File: src/rtl/rstk_pkg.sv
// Shared types for the nibble-packed return stack.
// Assumes: nothing beyond IEEE 1800-2017 packages.
package rstk_pkg;
    typedef enum logic [1:0] {
        ST_IDLE = 2'd0,
        ST_PUSH = 2'd1,
        ST_POP  = 2'd2
    } rstk_state_e;
endpackage

File: src/rtl/rstk_ptr.sv
// Stack pointer register.
// Holds the slot address of the top entry. It moves by STEP on an
// increment or decrement, or takes a new value on a load.
// Assumes: at most one of inc/dec/load is high in any cycle.
module rstk_ptr #(
    parameter int          ADDR_W    = 8,
    parameter int          STEP      = 4,
    parameter logic [7:0]  RESET_PTR = 8'hFC
) (
    input  logic              clk,
    input  logic              rst_n,
    input  logic              inc,
    input  logic              dec,
    input  logic              load,
    input  logic [ADDR_W-1:0] load_val,
    output logic [ADDR_W-1:0] ptr
);
    localparam logic [ADDR_W-1:0] STEP_V = ADDR_W'(STEP);

    // Pointer update with wrap modulo 2**ADDR_W.
    always_ff @(posedge clk) begin
        if (!rst_n)
            ptr <= ADDR_W'(RESET_PTR);
        else if (load)
            ptr <= load_val;
        else if (inc)
            ptr <= ptr + STEP_V;
        else if (dec)
            ptr <= ptr - STEP_V;
    end
endmodule

File: src/rtl/rstk_nibram.sv
// Nibble RAM model: one write port and two asynchronous read ports.
// Assumes: the cells have no reset; a cell holds its value until written.
module rstk_nibram #(
    parameter int ADDR_W = 8,
    parameter int NIB_W  = 4
) (
    input  logic              clk,
    input  logic              we,
    input  logic [ADDR_W-1:0] waddr,
    input  logic [NIB_W-1:0]  wdata,
    input  logic [ADDR_W-1:0] raddr_a,
    output logic [NIB_W-1:0]  rdata_a,
    input  logic [ADDR_W-1:0] raddr_b,
    output logic [NIB_W-1:0]  rdata_b
);
    localparam int DEPTH = 1 << ADDR_W;

    logic [NIB_W-1:0] cells [DEPTH];

    // Single write port.
    always_ff @(posedge clk) begin
        if (we)
            cells[waddr] <= wdata;
    end

    // Combinational read ports.
    always_comb begin
        rdata_a = cells[raddr_a];
        rdata_b = cells[raddr_b];
    end
endmodule

File: src/rtl/rstk_seq.sv
// Push/pop sequencer.
// Accepts one request while idle, then moves one nibble per cycle.
// Only slot offsets 0..ENTRY_NIBS-1 are ever addressed, so the
// remaining cells of a slot are never touched.
// Assumes: the pointer from rstk_ptr already reflects ptr_inc on the
// cycle after acceptance (pre-increment).
module rstk_seq
    import rstk_pkg::*;
#(
    parameter int ADDR_W     = 8,
    parameter int NIB_W      = 4,
    parameter int ENTRY_NIBS = 3
) (
    input  logic                        clk,
    input  logic                        rst_n,
    input  logic                        push_req,
    input  logic                        pop_req,
    input  logic                        ptr_load,
    input  logic [ENTRY_NIBS*NIB_W-1:0] push_data,
    input  logic [ADDR_W-1:0]           ptr,
    input  logic [NIB_W-1:0]            ram_rdata,
    output logic                        ptr_inc,
    output logic                        ptr_dec,
    output logic                        ptr_set,
    output logic                        ram_we,
    output logic [ADDR_W-1:0]           ram_addr,
    output logic [NIB_W-1:0]            ram_wdata,
    output logic                        busy,
    output logic [ENTRY_NIBS*NIB_W-1:0] pop_data,
    output logic                        pop_valid
);
    localparam int            PH_W = (ENTRY_NIBS > 1) ? $clog2(ENTRY_NIBS) : 1;
    localparam logic [PH_W-1:0] LAST = PH_W'(ENTRY_NIBS - 1);

    rstk_state_e                         state;
    logic [PH_W-1:0]                     phase;
    logic [ENTRY_NIBS-1:0][NIB_W-1:0]    hold;
    logic [ENTRY_NIBS-1:0][NIB_W-1:0]    acc;
    logic [ENTRY_NIBS-1:0][NIB_W-1:0]    assembled;
    logic                                idle;
    logic                                push_go;
    logic                                pop_go;

    // Acceptance decode with load > push > pop priority.
    always_comb begin
        idle    = (state == ST_IDLE);
        ptr_set = idle && ptr_load;
        push_go = idle && !ptr_load && push_req;
        pop_go  = idle && !ptr_load && !push_req && pop_req;
    end

    // RAM and pointer controls for the current phase.
    always_comb begin
        busy      = !idle;
        ptr_inc   = push_go;
        ptr_dec   = (state == ST_POP) && (phase == LAST);
        ram_we    = (state == ST_PUSH);
        ram_addr  = ptr + ADDR_W'(phase);
        ram_wdata = hold[phase];
    end

    // Complete entry: collected nibbles plus the one read this cycle.
    always_comb begin
        assembled       = acc;
        assembled[LAST] = ram_rdata;
    end

    // State machine, data holding and pop result.
    always_ff @(posedge clk) begin
        if (!rst_n) begin
            state     <= ST_IDLE;
            phase     <= '0;
            hold      <= '0;
            acc       <= '0;
            pop_data  <= '0;
            pop_valid <= 1'b0;
        end else begin
            pop_valid <= 1'b0;
            case (state)
                ST_IDLE: begin
                    phase <= '0;
                    if (push_go) begin
                        hold  <= push_data;
                        state <= ST_PUSH;
                    end else if (pop_go) begin
                        state <= ST_POP;
                    end
                end
                ST_PUSH: begin
                    if (phase == LAST)
                        state <= ST_IDLE;
                    else
                        phase <= phase + 1'b1;
                end
                ST_POP: begin
                    acc[phase] <= ram_rdata;
                    if (phase == LAST) begin
                        pop_data  <= assembled;
                        pop_valid <= 1'b1;
                        state     <= ST_IDLE;
                    end else begin
                        phase <= phase + 1'b1;
                    end
                end
                default: state <= ST_IDLE;
            endcase
        end
    end
endmodule

File: src/rtl/ret_stack_nib.sv
// Nibble-packed return address stack, top level.
// Joins the pointer, the sequencer and the nibble RAM. It also routes
// the external nibble port, whose writes reach the RAM only while the
// sequencer is idle.
// Assumes: synchronous active-low reset; RAM contents are undefined
// until written.
module ret_stack_nib #(
    parameter int         ADDR_W     = 8,
    parameter int         NIB_W      = 4,
    parameter int         ENTRY_NIBS = 3,
    parameter int         SLOT_NIBS  = 4,
    parameter logic [7:0] RESET_PTR  = 8'hFC,
    localparam int        ENTRY_W    = ENTRY_NIBS * NIB_W
) (
    input  logic               clk,
    input  logic               rst_n,
    input  logic               push_req,
    input  logic [ENTRY_W-1:0] push_addr,
    input  logic               pop_req,
    output logic [ENTRY_W-1:0] pop_addr,
    output logic               pop_valid,
    input  logic               ptr_load,
    input  logic [ADDR_W-1:0]  ptr_wdata,
    output logic [ADDR_W-1:0]  ptr_rdata,
    output logic               busy,
    input  logic               var_we,
    input  logic [ADDR_W-1:0]  var_addr,
    input  logic [NIB_W-1:0]   var_wdata,
    output logic [NIB_W-1:0]   var_rdata
);
    logic              ptr_inc, ptr_dec, ptr_set;
    logic              seq_we;
    logic [ADDR_W-1:0] seq_addr;
    logic [NIB_W-1:0]  seq_wdata, seq_rdata;
    logic              ram_we;
    logic [ADDR_W-1:0] ram_waddr;
    logic [NIB_W-1:0]  ram_wdata;

    rstk_ptr #(
        .ADDR_W    (ADDR_W),
        .STEP      (SLOT_NIBS),
        .RESET_PTR (RESET_PTR)
    ) u_ptr (
        .clk      (clk),
        .rst_n    (rst_n),
        .inc      (ptr_inc),
        .dec      (ptr_dec),
        .load     (ptr_set),
        .load_val (ptr_wdata),
        .ptr      (ptr_rdata)
    );

    rstk_seq #(
        .ADDR_W     (ADDR_W),
        .NIB_W      (NIB_W),
        .ENTRY_NIBS (ENTRY_NIBS)
    ) u_seq (
        .clk       (clk),
        .rst_n     (rst_n),
        .push_req  (push_req),
        .pop_req   (pop_req),
        .ptr_load  (ptr_load),
        .push_data (push_addr),
        .ptr       (ptr_rdata),
        .ram_rdata (seq_rdata),
        .ptr_inc   (ptr_inc),
        .ptr_dec   (ptr_dec),
        .ptr_set   (ptr_set),
        .ram_we    (seq_we),
        .ram_addr  (seq_addr),
        .ram_wdata (seq_wdata),
        .busy      (busy),
        .pop_data  (pop_addr),
        .pop_valid (pop_valid)
    );

    // Write port arbitration: the sequencer owns the port while busy.
    always_comb begin
        if (seq_we) begin
            ram_we    = 1'b1;
            ram_waddr = seq_addr;
            ram_wdata = seq_wdata;
        end else begin
            ram_we    = var_we && !busy;
            ram_waddr = var_addr;
            ram_wdata = var_wdata;
        end
    end

    rstk_nibram #(
        .ADDR_W (ADDR_W),
        .NIB_W  (NIB_W)
    ) u_ram (
        .clk     (clk),
        .we      (ram_we),
        .waddr   (ram_waddr),
        .wdata   (ram_wdata),
        .raddr_a (seq_addr),
        .rdata_a (seq_rdata),
        .raddr_b (var_addr),
        .rdata_b (var_rdata)
    );
endmodule

File: config.mk
export PLATFORM = sky130hd
export DESIGN_NAME = ret_stack_nib
export DESIGN_NICKNAME = d
export VERILOG_FILES = /design/src/rtl/rstk_pkg.sv /design/src/rtl/rstk_ptr.sv /design/src/rtl/rstk_nibram.sv /design/src/rtl/rstk_seq.sv /design/src/rtl/ret_stack_nib.sv
export SDC_FILE = /design/constraint.sdc
export NUM_CORES = 2
export LEC_CHECK = 0
export ABC_CLOCK_PERIOD_IN_PS = 16400
export CELL_PAD_IN_SITES_DETAIL_PLACEMENT = 1
export CELL_PAD_IN_SITES_GLOBAL_PLACEMENT = 1
export CORE_ASPECT_RATIO = 0.8
export CORE_UTILIZATION = 35
export CTS_CLUSTER_DIAMETER = 60
export CTS_CLUSTER_SIZE = 14
export DETAILED_ROUTE_END_ITERATION = 8
export PLACE_DENSITY = 0.51
export SYNTH_ARGS = -nofsm -noshare
export SYNTH_HDL_FRONTEND = slang
export SYNTH_SLANG_ARGS = --single-unit
File: constraint.sdc
create_clock -name clk -period 16.4 [get_ports clk]
set_input_delay 3.28 -clock clk [delete_from_list [all_inputs] [get_ports clk]]
set_output_delay 3.28 -clock clk [all_outputs]
set_load 0.005 [all_outputs]
==> impl_metrics.toml <==
[clocking]
postCtsSetupBuffers = 0
clock_sink_count = 1069
cts_hold_buf = 0
cts_tree = "yes"
cts-resized-gates = 0
cts.path.max_buffers = 3
htreeDepth = 3
root_buffer = "clkbuf_16"
numCtsBuffers = 107
clk_pin_slew_ps = 70
insertion_delay_ps = 730

[yosys]
yosysTopAreaCellShare_pct = 60.1
synth_edf_count = 1024
async_flop_share_pct = 0
synth.avg_cell_area_um2 = 17.4
syn-num-nets = 2987
synth_top_flop_cell = "edfxtp_1"
ys_seq_area_share_pct = 61.9
synthCells = 2935
synth.distinct_cells = 57
synth_top_area_cell = "edfxtp_1"
synth_top_cells_by_area = "edfxtp_1 (60%), mux4_2 (24%), mux2i_1 (2.4%)"
synth_area_mm2 = 0.0512
ys_warn_count = 0
ys_ff_latch = 1069

[timing]
final_hold_viol_count = 0
relSlewSlack_pct = 7.74
min_period_ps = 11300
fin_crit_sh_pct = 68.9
setup_viol = 0
slew_violations = 0
tns_ps = 0
max_freq_mhz = 88.5
holdWs_ps = 468
rsz0062_at_grt = "no"
skew_ps = 26.6
worst_pin_slew_ps = 1370

[final_layout]
nets = 2998
final_util_pct = 39.5
final_cells = 4929
drive_gt1_share_pct = 26.8
syn2layout_area_growth_pct = 12.1

[worst_setup_path]
startpoint = "var_addr[1]"
cpMostUsedCell = "mux4_2"
required_ps = 13120
crit_arrival_ps = 8020
r2r_start = "u_seq.phase[0]"
critical_path.slowest_cell = "buf_4"
criticalPathCategory = "in2out"
crit_path_start_kind = "input port"
cp_cell_sequence = "buf_8 > buf_4 > mux4_2 > mux4_2 > mux4_2 > a22oi_1 > nand3_1 > clkdlybuf4s50_1"
critPathCaptureType = "output pin"
crit_fanout = 118
cpPeakStageDelay_ps = 990

[drt]
vias = 30400
vias_per_cell = 6.17
drt-initial-drc-count = 3517
postRouteAntennaNets = 0
firstDrtPassIters = 5
wirelength_mm = 178
wl_per_cell_um = 36.1
drcViolationCount = 0

[hold_path]
min_from = "u_seq.pop_data[2]"
min_path_type = "reg2reg"

[grt]
grt_overflow = 0
grt_pass1_wl_mm = 251
grt_max_degree = 209
antenna_found_initial = 8
grt_pass1_vias = 31500
grt_util_all_layers_pct = 24.1

[die]
die_w_um = 429
core_area_mm2 = 0.145
die_h_um = 344
std_cell_rows = 125
io_pins = 64
dieArea_mm2 = 0.148
start_util_pct = 35.3

[power]
combPwrFrac_pct = 17.4
ir_drop_v = 0.0000847
pwr-share-seq_pct = 45.3
p_leak_nw = 17.3
p_per_area_mw_per_mm2 = 119
p_sw_mw = 1.94
switching_share_pct = 28.3
intPower_mw = 4.91
clockPowerShare_pct = 37.3

[run_status]
outcome = "complete, no violations"

[run]
max-cap-violations = 0

[placement]
place_hpwl_mm = 116
place_congestion = 0.830
dp.cells = 4742
portBuffers = 63
[path summary, 6_finish.rpt]
check / end / slack (ps) / depth (start not counted)
max: var_rdata[1] / 5100 / 8
min: u_seq.pop_data[2] / 470 / 2
max reg2reg: u_seq.pop_data[11] / 9610 / 11
min reg2reg: u_seq.pop_data[2] / 470 / 2
[worst max-delay path, delay by kind of cell]
kind	cells	cell delay, ps
multiplexers	3	1490
AO/OA/AOI/OAI	1	450
AND/OR/NAND/NOR	1	270
buffers and inverters	3	2300
[logic make-up after synthesis]
| kind of cell | count (synthesis) | synth area share, % |
|---|---|---|
| fa+ha+maj | 14 | 0.372 |
| compound gates | 249 | 3.68 |
| mux | 663 | 26.1 |
| flops | 1069 | 61.9 |
| simple gates | 676 | 5.46 |
| xor+xnor | 15 | 0.257 |
| buf+inv | 249 | 2.27 |
[through the flow]
stage	instance area [um2]	setup slack, ps	power [mW]
after floorplan	51200	4640	3.90
after global placement	53800	5020	4.33
after detailed placement	53800	5050	4.35
after CTS	57400	5050	6.90
after global routing	57400	4960	7.03
final	57400	5100	6.84
[placed cells by master (no fill, tap or decap), types with 22 or more instances in the layout]
cell type and instances:
nand2_1 252, a22oi_1 26, a21boi_0 22, o21ai_0 29
dfxtp_1 45, nor2_1 305, a221oi_1 33, mux4_2 537
clkdlybuf4s50_1 60, buf_4 71, edfxtp_1 1024, clkbuf_16 109
mux2i_1 123, nand3_1 32
[power by group through the flow]
stage,clock network [mW],registers [mW],logic [mW]
floorplan,0,3.17,0.729
finish,2.55,3.10,1.19
global route,2.68,3.10,1.25
global placement,0,3.16,1.18
detailed placement,0,3.16,1.20
CTS,2.60,3.10,1.20
[registers in the layout, indices dropped and copies added, names as in the netlist]
signal           cells
u_seq.state          2
u_seq.phase          2
u_seq.pop_data      12
u_seq.acc            8
u_ptr.ptr            8
u_seq.hold          12
u_seq.pop_valid      1
u_ram.cells       1024
[layout make-up]
class / instances / area, um2
timing repair buffer: 137 / 1240
clock buffer: 122 / 2780
clock inverter: 63 / 739
fill: 14100 / 87800
multi-input combinational: 1617 / 18500
antenna: 2 / 5.00
sequential: 1069 / 31700
tap: 1905 / 2380
inverter: 14 / 55.1
[routing by layer]
metal | global-route usage (%) | share of wire [%] | vias up
met5 | 0 | 0 | -
met4 | 5.26 | 2.1 | 0
met3 | 3.63 | 6.5 | 205
met2 | 37.3 | 46 | 1228
met1 | 35.9 | 46 | 16800
li1 | - | - | 12200
[cell usage after synthesis (15+ instances only)]
library cell,number
edfxtp_1,1024
buf_2,60
clkbuf_1,128
nand2_1,252
a22oi_1,26
mux4_2,537
buf_1,15
a221oi_1,33
nor2_1,307
dfxtp_1,45
o22ai_1,16
a21boi_0,22
mux2i_1,123
buf_4,24
o21ai_0,29
nand3_1,32
nor3_1,16
Power figures use the tool's default switching activity.
